--- src/rtl/sar_pkg.sv ---
package sar_pkg;

  // Coarse phase of one conversion, decoded from the cycle counter.
  typedef enum logic [1:0] {
    PH_IDLE   = 2'd0,
    PH_SAMPLE = 2'd1,
    PH_BITS   = 2'd2,
    PH_CLOSE  = 2'd3
  } phase_t;

endpackage

--- src/rtl/sar_sequencer.sv ---
module sar_sequencer #(
  parameter int NBITS      = 8,
  parameter int SAMPLE_CYC = 12,
  parameter int FIRST_CYC  = 4,
  parameter int BIT_CYC    = 2,
  parameter int END_CYC    = 2,
  localparam int IDX_W     = $clog2(NBITS)
) (
  input  logic             clk,
  input  logic             rst_n,
  input  logic             start_i,
  output logic             accept_o,
  output logic             sample_o,
  output logic             load_msb_o,
  output logic             decide_o,
  output logic [IDX_W-1:0] bit_idx_o,
  output logic             capture_o,
  output logic             last_o
);

  localparam int TOTAL     = SAMPLE_CYC + FIRST_CYC + (NBITS - 1) * BIT_CYC + END_CYC;
  localparam int CNT_W     = $clog2(TOTAL);
  localparam int FIRST_END = SAMPLE_CYC + FIRST_CYC;
  localparam int BITS_END  = FIRST_END + (NBITS - 1) * BIT_CYC;

  logic             busy_q, busy_d;
  logic [CNT_W-1:0] cnt_q, cnt_d;
  logic             cnt_en;
  logic             slot_last;
  sar_pkg::phase_t  phase;

  // Next-state logic for the busy flag and the cycle counter.
  always_comb begin
    busy_d = busy_q;
    cnt_d  = cnt_q;
    if (!busy_q) begin
      if (start_i) begin
        busy_d = 1'b1;
        cnt_d  = '0;
      end
    end else if (cnt_q == CNT_W'(TOTAL - 1)) begin
      busy_d = 1'b0;
    end else begin
      cnt_d = cnt_q + 1'b1;
    end
  end

  assign cnt_en = busy_q | start_i;

  always_ff @(posedge clk or negedge rst_n) begin
    if (!rst_n) begin
      busy_q <= 1'b0;
      cnt_q  <= '0;
    end else if (cnt_en) begin
      busy_q <= busy_d;
      cnt_q  <= cnt_d;
    end
  end

  // Work out which bit slot the counter is in, and whether this is the
  // slot's last cycle.
  always_comb begin
    int c;
    int off;
    c         = int'(cnt_q);
    off       = 0;
    bit_idx_o = IDX_W'(NBITS - 1);
    slot_last = 1'b0;
    if (c >= SAMPLE_CYC && c < FIRST_END) begin
      slot_last = (c == FIRST_END - 1);
    end else if (c >= FIRST_END && c < BITS_END) begin
      off       = c - FIRST_END;
      bit_idx_o = IDX_W'(NBITS - 2 - off / BIT_CYC);
      slot_last = ((off % BIT_CYC) == BIT_CYC - 1);
    end
  end

  always_comb begin
    if (!busy_q)                          phase = sar_pkg::PH_IDLE;
    else if (int'(cnt_q) < SAMPLE_CYC)    phase = sar_pkg::PH_SAMPLE;
    else if (int'(cnt_q) < BITS_END)      phase = sar_pkg::PH_BITS;
    else                                  phase = sar_pkg::PH_CLOSE;
  end

  assign accept_o   = start_i & ~busy_q;
  assign sample_o   = (phase == sar_pkg::PH_SAMPLE);
  assign load_msb_o = busy_q && (int'(cnt_q) == SAMPLE_CYC - 1);
  assign decide_o   = (phase == sar_pkg::PH_BITS) && slot_last;
  assign capture_o  = (phase == sar_pkg::PH_CLOSE) && (int'(cnt_q) == TOTAL - 2);
  assign last_o     = busy_q && (int'(cnt_q) == TOTAL - 1);

endmodule

--- src/rtl/sar_trial_reg.sv ---
module sar_trial_reg #(
  parameter int NBITS  = 8,
  localparam int IDX_W = $clog2(NBITS)
) (
  input  logic             clk,
  input  logic             rst_n,
  input  logic             clear_i,
  input  logic             load_msb_i,
  input  logic             decide_i,
  input  logic [IDX_W-1:0] bit_idx_i,
  input  logic             cmp_i,
  output logic [NBITS-1:0] trial_o
);

  logic [NBITS-1:0] trial_q, trial_d;
  logic             upd_en;

  // Each bit works out its own next value from the shared slot index.
  for (genvar g = 0; g < NBITS; g++) begin : g_bit
    logic nxt;
    always_comb begin
      nxt = trial_q[g];
      if (clear_i) begin
        nxt = 1'b0;
      end else if (load_msb_i) begin
        nxt = (g == NBITS - 1);
      end else if (decide_i) begin
        if (int'(bit_idx_i) == g)          nxt = cmp_i;
        else if (int'(bit_idx_i) == g + 1) nxt = 1'b1;
      end
    end
    assign trial_d[g] = nxt;
  end

  assign upd_en = clear_i | load_msb_i | decide_i;

  always_ff @(posedge clk or negedge rst_n) begin
    if (!rst_n)      trial_q <= '0;
    else if (upd_en) trial_q <= trial_d;
  end

  assign trial_o = trial_q;

endmodule

--- src/rtl/sar_result_hold.sv ---
module sar_result_hold #(
  parameter int NBITS = 8
) (
  input  logic             clk,
  input  logic             rst_n,
  input  logic             capture_i,
  input  logic [NBITS-1:0] code_i,
  output logic [NBITS-1:0] result_o
);

  logic [NBITS-1:0] res_q;

  always_ff @(posedge clk or negedge rst_n) begin
    if (!rst_n)         res_q <= '0;
    else if (capture_i) res_q <= code_i;
  end

  assign result_o = res_q;

endmodule

--- src/rtl/sar_engine.sv ---
module sar_engine #(
  parameter int NBITS      = 8,
  parameter int SAMPLE_CYC = 12,
  parameter int FIRST_CYC  = 4,
  parameter int BIT_CYC    = 2,
  parameter int END_CYC    = 2
) (
  input  logic             clk,
  input  logic             rst_n,
  input  logic             start_i,
  input  logic             cmp_above_i,
  output logic             sample_en_o,
  output logic [NBITS-1:0] trial_o,
  output logic [NBITS-1:0] result_o,
  output logic             done_o
);

  localparam int IDX_W = $clog2(NBITS);

  logic             accept;
  logic             load_msb;
  logic             decide;
  logic [IDX_W-1:0] bit_idx;
  logic             capture;
  logic             last;
  logic [NBITS-1:0] trial;

  sar_sequencer #(
    .NBITS(NBITS), .SAMPLE_CYC(SAMPLE_CYC), .FIRST_CYC(FIRST_CYC),
    .BIT_CYC(BIT_CYC), .END_CYC(END_CYC)
  ) u_seq (
    .clk        (clk),
    .rst_n      (rst_n),
    .start_i    (start_i),
    .accept_o   (accept),
    .sample_o   (sample_en_o),
    .load_msb_o (load_msb),
    .decide_o   (decide),
    .bit_idx_o  (bit_idx),
    .capture_o  (capture),
    .last_o     (last)
  );

  sar_trial_reg #(.NBITS(NBITS)) u_trial (
    .clk        (clk),
    .rst_n      (rst_n),
    .clear_i    (accept),
    .load_msb_i (load_msb),
    .decide_i   (decide),
    .bit_idx_i  (bit_idx),
    .cmp_i      (cmp_above_i),
    .trial_o    (trial)
  );

  sar_result_hold #(.NBITS(NBITS)) u_res (
    .clk       (clk),
    .rst_n     (rst_n),
    .capture_i (capture),
    .code_i    (trial),
    .result_o  (result_o)
  );

  assign trial_o = trial;
  assign done_o  = last;

endmodule

--- config.mk ---
export PLATFORM = sky130hd
export DESIGN_NAME = sar_engine
export DESIGN_NICKNAME = d
export VERILOG_FILES = /design/src/rtl/sar_pkg.sv /design/src/rtl/sar_sequencer.sv /design/src/rtl/sar_trial_reg.sv /design/src/rtl/sar_result_hold.sv /design/src/rtl/sar_engine.sv
export SDC_FILE = /design/constraint.sdc
export NUM_CORES = 1
export LEC_CHECK = 0
export BUFFER_PORTS_ARGS = -buffer_cell sky130_fd_sc_hd__buf_2
export CAP_MARGIN = 20
export CORE_ASPECT_RATIO = 1.25
export CORE_MARGIN = 2
export CORE_UTILIZATION = 49
export CTS_BUF_LIST = sky130_fd_sc_hd__clkbuf_16
export DETAILED_ROUTE_END_ITERATION = 6
export PLACE_DENSITY = 0.74
export REMOVE_ABC_BUFFERS = 1
export SLEW_MARGIN = 5
export SYNTH_ARGS = -nofsm -noshare
export SYNTH_HDL_FRONTEND = slang
export SYNTH_HIERARCHICAL = 1
export SYNTH_SLANG_ARGS = --single-unit
--- constraint.sdc ---
create_clock -name clk -period 1.9 [get_ports clk]
set_clock_uncertainty 0.1 [all_clocks]
set_input_delay 0.285 -clock clk [delete_from_list [all_inputs] [get_ports clk]]
set_output_delay 0.285 -clock clk [all_outputs]
set_load 0.03 [all_outputs]
Word-level counts from Yosys, hierarchy flattened

Cells that the tools add are included.

Add/sub/neg operators: 4
Multiply operators: 0
Div/mod/pow operators: 0
Order comparisons: 5
Equal/unequal tests: 17
Shift operators: 0
Muxes and demuxes: 52
Bitwise logic cells: 6
Reductions and logical operators: 26

Operators by type and width:

| kind                  | count |
|---|---|
| $mux W1               | 45 |
| $reduce_bool A4 Y1    | 7 |
| $reduce_and A3 Y1     | 9 |
| $eq A5 B5 Y1 const B  | 3 |
| $mux W5               | 3 |
| $eq A3 B3 Y1 const B  | 4 |
| $lt A5 B5 Y1 const B  | 2 |
| $eq A2 B2 Y1 const B  | 3 |
| $eq A3 B2 Y1 const B  | 2 |
| $logic_and A1 B1 Y1   | 6 |
| $mux W3               | 2 |
| $reduce_bool A3 Y1    | 2 |
| $sub A5 B5 Y6 const B | 1 |
| $add A5 B1 Y5 const B | 1 |
| $eq A5 B1 Y1 const B  | 1 |
| $eq A5 B2 Y1 const B  | 1 |
| $ge A5 B4 Y1 const B  | 1 |
| $ge A5 B5 Y1 const B  | 1 |
| $lt A5 B4 Y1 const B  | 1 |
| $mux W2               | 2 |
| $add A3 B1 Y3         | 1 |
| $eq A3 B1 Y1 const B  | 1 |
| $logic_not A3 Y1      | 1 |
| $or A1 B1 Y1          | 3 |
| other kinds (6)       | 7 |

Bits in registers: 22
Bits in latches: 0
RAM bits: 0
Bits in read-only memories: 0
Memories: 0

Longest topological paths before layout

Depth after elaboration: 12
Depth in mapped cells: 12
Gate-level depth less buffers: 11

By module

The synthesis kept the hierarchy.

Modules (own cells, without submodules):

| module          | instances | cells each | area each (µm²) |
|---|---|---|---|
| sar_sequencer   | 1         | 53         | 493.0 |
| sar_trial_reg   | 1         | 44         | 474.2 |
| sar_result_hold | 1         | 17         | 331.6 |

Least setup slack after synthesis

Ideal clock, no wire load.

Kind: reg2reg
Start: register u_seq.cnt_q[4]
End: register u_trial.trial_q[3], in the netlist u_trial/trial_o[3]
Setup time: 0.122 ns
Arrival time: 1.821 ns
Setup slack: -0.142 ns
Cell stages (with the launch flop): 13
Buffers on the path: 1
Cell sequence: dfrtp_1 inv_1 nand2_1 ha_1 inv_1 ha_1 a21oi_1 mux2_2 nand2_1 buf_6 and4b_1 nor3_2 nor3_2

Longest elaborated chain between the ends: 11
Elaborated cells between the ends (all ways): 35
Those cells by class: add/sub: 3; order compare: 5; eq/ne: 6; mux: 11; bitwise: 3; reduce/logical: 7

Ends and longest elaborated chain:

| element                  | line                | RTL |
|---|---|---|
| start: declaration       | sar_sequencer.sv:27 | `logic [CNT_W-1:0] cnt_q, cnt_d;` |
| start signal: assignment | sar_sequencer.sv:56 | `cnt_q <= cnt_d;` |
| $sub A5 B5 Y6            | sar_sequencer.sv:72 | `off = c - FIRST_END;` |
| $and A1 B1 Y1 (no line)  | -                   |  |
| $add A3 B1 Y3 (no line)  | -                   |  |
| $sub A2 B3 Y3            | sar_sequencer.sv:73 | `bit_idx_o = IDX_W'(NBITS - 2 - off / BIT_CYC);` |
| $mux W3                  | sar_sequencer.sv:71 | `end else if (c >= FIRST_END && c < BITS_END) begin` |
| $mux W3 *                | sar_sequencer.sv:69 | `if (c >= SAMPLE_CYC && c < FIRST_END) begin` |
| named net bit_idx[2]     | sar_engine.sv:23    | `logic [IDX_W-1:0] bit_idx;` |
| $eq A3 B3 Y1             | sar_trial_reg.sv:28 | `if (int'(bit_idx_i) == g) nxt = cmp_i;` |
| $mux W1                  | sar_trial_reg.sv:28 |  |
| $mux W1                  | sar_trial_reg.sv:27 | `end else if (decide_i) begin` |
| $mux W1                  | sar_trial_reg.sv:25 | `end else if (load_msb_i) begin` |
| $mux W1                  | sar_trial_reg.sv:23 | `if (clear_i) begin` |
| end signal: assignment   | sar_trial_reg.sv:39 | `else if (upd_en) trial_q <= trial_d;` |
| end: declaration         | sar_trial_reg.sv:15 | `logic [NBITS-1:0] trial_q, trial_d;` |

The timed path passes the listed nets; every way through them passes the cells marked *. The select of a mux whose other input is x is not followed.
A chain may end at the register's enable or synchronous reset.

Worst setup path after layout

Start: register u_seq.cnt_q[0]
End: register u_trial.trial_q[0], in the netlist u_trial/trial_o[0]

Elaborated cells between the ends (all ways): 35
Those cells by class: add/sub: 3; order compare: 5; eq/ne: 5; mux: 11; bitwise: 3; reduce/logical: 8

RTL lines:

| element                                                      | line                                                          | RTL |
|---|---|---|
| $sub A5 B5 Y6 or $lt A5 B5 Y1 (tied branches)                | sar_sequencer.sv:72, sar_sequencer.sv:71, sar_sequencer.sv:81 |  |
| $and A1 B1 Y1 (no line) or $mux W1 (tied branches)           | -                                                             |  |
| $eq A2 B2 Y1 or $mux W2 (tied branches)                      | sar_sequencer.sv:74, sar_sequencer.sv:80                      |  |
| $mux W1 or $mux W2 (tied branches)                           | sar_sequencer.sv:71, sar_sequencer.sv:79                      |  |
| $mux W1 or $eq A2 B2 Y1 (tied branches)                      | sar_sequencer.sv:69, sar_sequencer.sv:88                      |  |
| $logic_and A1 B1 Y1 *                                        | sar_sequencer.sv:88                                           | `assign decide_o = (phase == sar_pkg::PH_BITS) && slot_last;` |
| named net decide                                             | sar_engine.sv:22                                              | `logic decide;` |
| $reduce_bool A3 Y1 (no line) or $or A1 B1 Y1 (tied branches) | -                                                             |  |
| $reduce_and A3 Y1 (no line) *                                | -                                                             |  |

Marks and branches as above.

==> impl_summary.txt <==
----------------------------------------------------
[Yosys]
  Largest family of logic cells by synthesized area ... simple AND/OR/NAND/NOR gates
  Top cell type by total area after synthesis ... dfrtp_1
  Proportion of synthesized area in mux cells ... 14.84%
  Synthesized-area fraction occupied by and/or/nand/nor cells ... 20.52%
  Post-synthesis xor/xnor area fraction ... 2.697%
  Warnings, synthesis ... 6
  Synthesized-area fraction occupied by adder cells ... 6.744%
  Synthesized netlist cell count ... 114
  Distinct cell type count after synthesis ... 34
  Fraction of the mapped netlist area in compound gates ... 6.262%
  Biggest area contributors in the synthesized netlist ... dfrtp_1, mux2_4, ha_1
  Sequential cell area fraction in the yosys report ... 42.39%
  Top cell type's share of synthesized area ... 42.39%
  Post-synthesis register bit count ... 22
  Per-instance average area after synthesis ... 11.39 sq um
  Post-synthesis instance area ... 1299 sq um

[Run status]
  Violations in the final reports ... setup timing
  Outcome ... finished with violations

[Cells and area]
  Final Core Density ... 74.34%
  Post-layout instance count excluding filler cells ... 193
  Number of fill cells in the layout ... 165
  Number of antenna cells inserted ... 0
  Layout cell share with drive strength beyond 1 ... 52.50%
  Final layout net count ... 172
  Synthesis-to-layout area growth ... 41.81%

[STA]
  Final hold viol count ... 0
  Part of the cycle the worst path needs ... 107.1%
  RSZ-0062 raised after global routing ... yes
  Min Tclk post-route ... 2034 ps
  Min setup slack post-route ... -134.0 ps
  Transition time at the pin with the least slew margin ... 483.3 ps
  Max Fclk ... 0.4916 GHz
  Final setup violation count ... 10
  Relative slew margins ... 67.78%
  Total count of max-transition violations in the final report ... 0
  Final Hold Slack ... 251.3 ps

[Power]
  Pwr Density ... 1880 nW/um^2
  Reported leakage power ... 0.9194 nW
  Worst IR drop on VDD ... 1.060 mV
  Overall power ... 3.463 mW

[Placed design]
  Gpl congestion ... 0.8379
  Number of placed cells counting well taps ... 181
  I/O Buffers ... 21
  DPL Wire Length ... 1.865 mm
  Post-placement worst setup slack ... -152.3 ps

[Die]
  Placeable Area ... 2477 sq um
  Width of the die ... 50.05 um
  Starting density of the core ... 52.42%
  Die height ... 61.56 um
  Boundary Pins ... 22
  FP Rows ... 20
  Die Outline Area ... 3081 sq um

[Global route]
  Initial antenna violation count ... 0
  Global-route total usage across every layer ... 23.72%
  Overflow left after global routing ... 0
  Maximum number of pins on one net before global-route repair ... 23
  Vias in the first global route ... 1140
  First-pass GRT wire length ... 5.388 mm

[Drt]
  Routed length on met1 ... 1.238 mm
  Count of nets left with antenna violations after detail routing ... 0
  Routed wire length on met2 ... 1.768 mm
  Post-detailed-route via-to-cell ratio ... 5.565
  Vias after detailed routing ... 1074
  Post-detailed-routing wire length ... 3.219 mm
  Number of remaining DRC errors ... 0
  Uppermost signal routing layer after detailed routing ... met4
  Pre-Repair DR Iteration Count ... 4
  Final routed wire length divided by cell count ... 16.68 um
  Violation count after the first detailed-route iteration ... 19
  Met3 Routed Length ... 109 um

[CTS]
  Sink count of the clock tree ... 22
  Number of buffers between clock root and the deepest sink ... 2
  Clock tree root buffer cell ... clkbuf_16
  Deepest level of the CTS H-tree ... 1
  CTS tree ... done
  Worst skew pair latency ... 260 ps
  Number of buffers inserted during clock tree synthesis ... 3
  Clock-pin slew reported for the worst setup and hold paths after clock tree synthesis ... 60 ps

[Critical path]
  WP data arrival ... 2080 ps
  Critical Path Source Type ... register
  Crit path max fanout ... 7
  Critical path class ... reg -> reg
  Element type at the critical path end ... register
  CP Data Required Time ... 1940 ps

[Hold path]
  Path type of the worst min-delay path ... in -> reg

[Job]
  MaxCap Viol Count ... 0

----------------------------------------------------
[per-stage QoR]
step	TNS, ps	instance area, sq um
after floorplan	-2275	1232
after CTS	-176.6	1782
final	-926.9	1842
after detailed placement	-1088	1536
after global placement	-575.5	1536
after global routing	-2226	1842
[cells by family after synthesis]
kind of cell / count (synthesis)
DFF: 22
buffers and inverters: 13
muxes: 15
xor gates and xnor gates: 4
adders and majority gates: 7
AOI/OAI and AO/OA: 11
and+or+nand+nor: 42
[layout make-up]
type                            count  area, sq um  area share [%]
Timing Repair Buffer               49        339.1           18.41
Clock inverter                      1        3.754          0.2038
Inverter                            5        21.27           1.155
Multi-Input combinational cell     80        810.8           44.02
Tap cell                           33        41.29           2.242
Sequential cell                    22        550.5           29.89
Clock buffer                        3        75.07           4.076
[timing repair]
item / in CTS / in global routing
gates resized for setup: 25 / 11
hold buffers: 1 / 0
pin swaps: 8 / 11
endpoints found under the hold margin: 22 / 0
buffers inserted: 6 / 0
setup endpoints to repair: 13 / 12
cloned: 1 / 0
[cells in the mapped netlist]
cell type	n
mux2i_1	5
inv_1	5
a21oi_1	2
or2_0	1
mux2_2	2
a22o_1	5
or2_1	1
nor2_1	10
nand2b_1	2
and2_2	1
and3_1	1
nand4b_1	1
and4bb_1	1
and4b_1	1
ha_1	7
nand2_1	4
nor2b_1	1
mux2_4	8
nand3_1	5
buf_4	3
nand3b_1	3
xnor2_1	3
nor4b_2	1
a31oi_1	2
buf_6	3
nor3_1	2
buf_2	2
xor2_1	1
a21boi_0	1
dfrtp_1	22
nor3b_2	1
a211oi_1	1
nand4_1	2
nor3_2	4
[power by group]
group | switching (mW) | internal, mW
clock | 0.169 | 0.281
combinational | 1.17 | 1.04
sequential | 0.157 | 0.646
total | 1.49 | 1.97
[final timing paths]
kind	from	end	slack (ps)	cells after the start
hold / removal	start_i	u_seq/busy_q	250	3
min in group asynchronous	rst_n	u_res/result_o[1]	420	2
setup / recovery	u_seq/cnt_q[0]	u_trial/trial_o[0]	-130	9
hold reg to reg	u_res/result_o[4]	u_res/result_o[4]	410	1
max in group asynchronous	rst_n	u_res/result_o[0]	950	2
setup reg to reg	u_seq/cnt_q[0]	u_trial/trial_o[0]	-130	9
[state kept, by name, indices dropped and copies added (netlist names)]
register	cells
u_res/result_o	8
u_trial/trial_o	8
u_seq/busy_q	1
u_seq/cnt_q	5
[critical path: stages (launching register included)]
cell and delay (ps):
dfrtp_1 400, ha_2 210, and3_4 210, ha_4 120
nand4_1 100, a21boi_2 180, buf_6 140, nor3b_4 190
mux2i_1 220, nor2_1 60
[cell usage in the layout, fill, tap and decap left out, drive strengths merged, types with 2 or more instances in the layout]
cell     n
ha       7
xnor2    3
or2      2
dfrtp   22
nand2b   2
nor3     6
clkbuf   3
a22o     5
nand2    5
a31oi    2
nor2    10
buf     48
a21oi    2
nand4    2
inv      5
nand3    5
mux2    10
mux2i    5
nand3b   3
[layer usage]
| layer | vias to the layer above | GRT usage, % |
|---|---|---|
| li1 | 491 | - |
| met1 | 544 | 25.12 |
| met2 | 28 | 44.92 |
| met3 | 11 | 3.883 |
| met4 | 0 | 13.49 |
| met5 | - | 0 |
(Power assumes the default switching activity.)
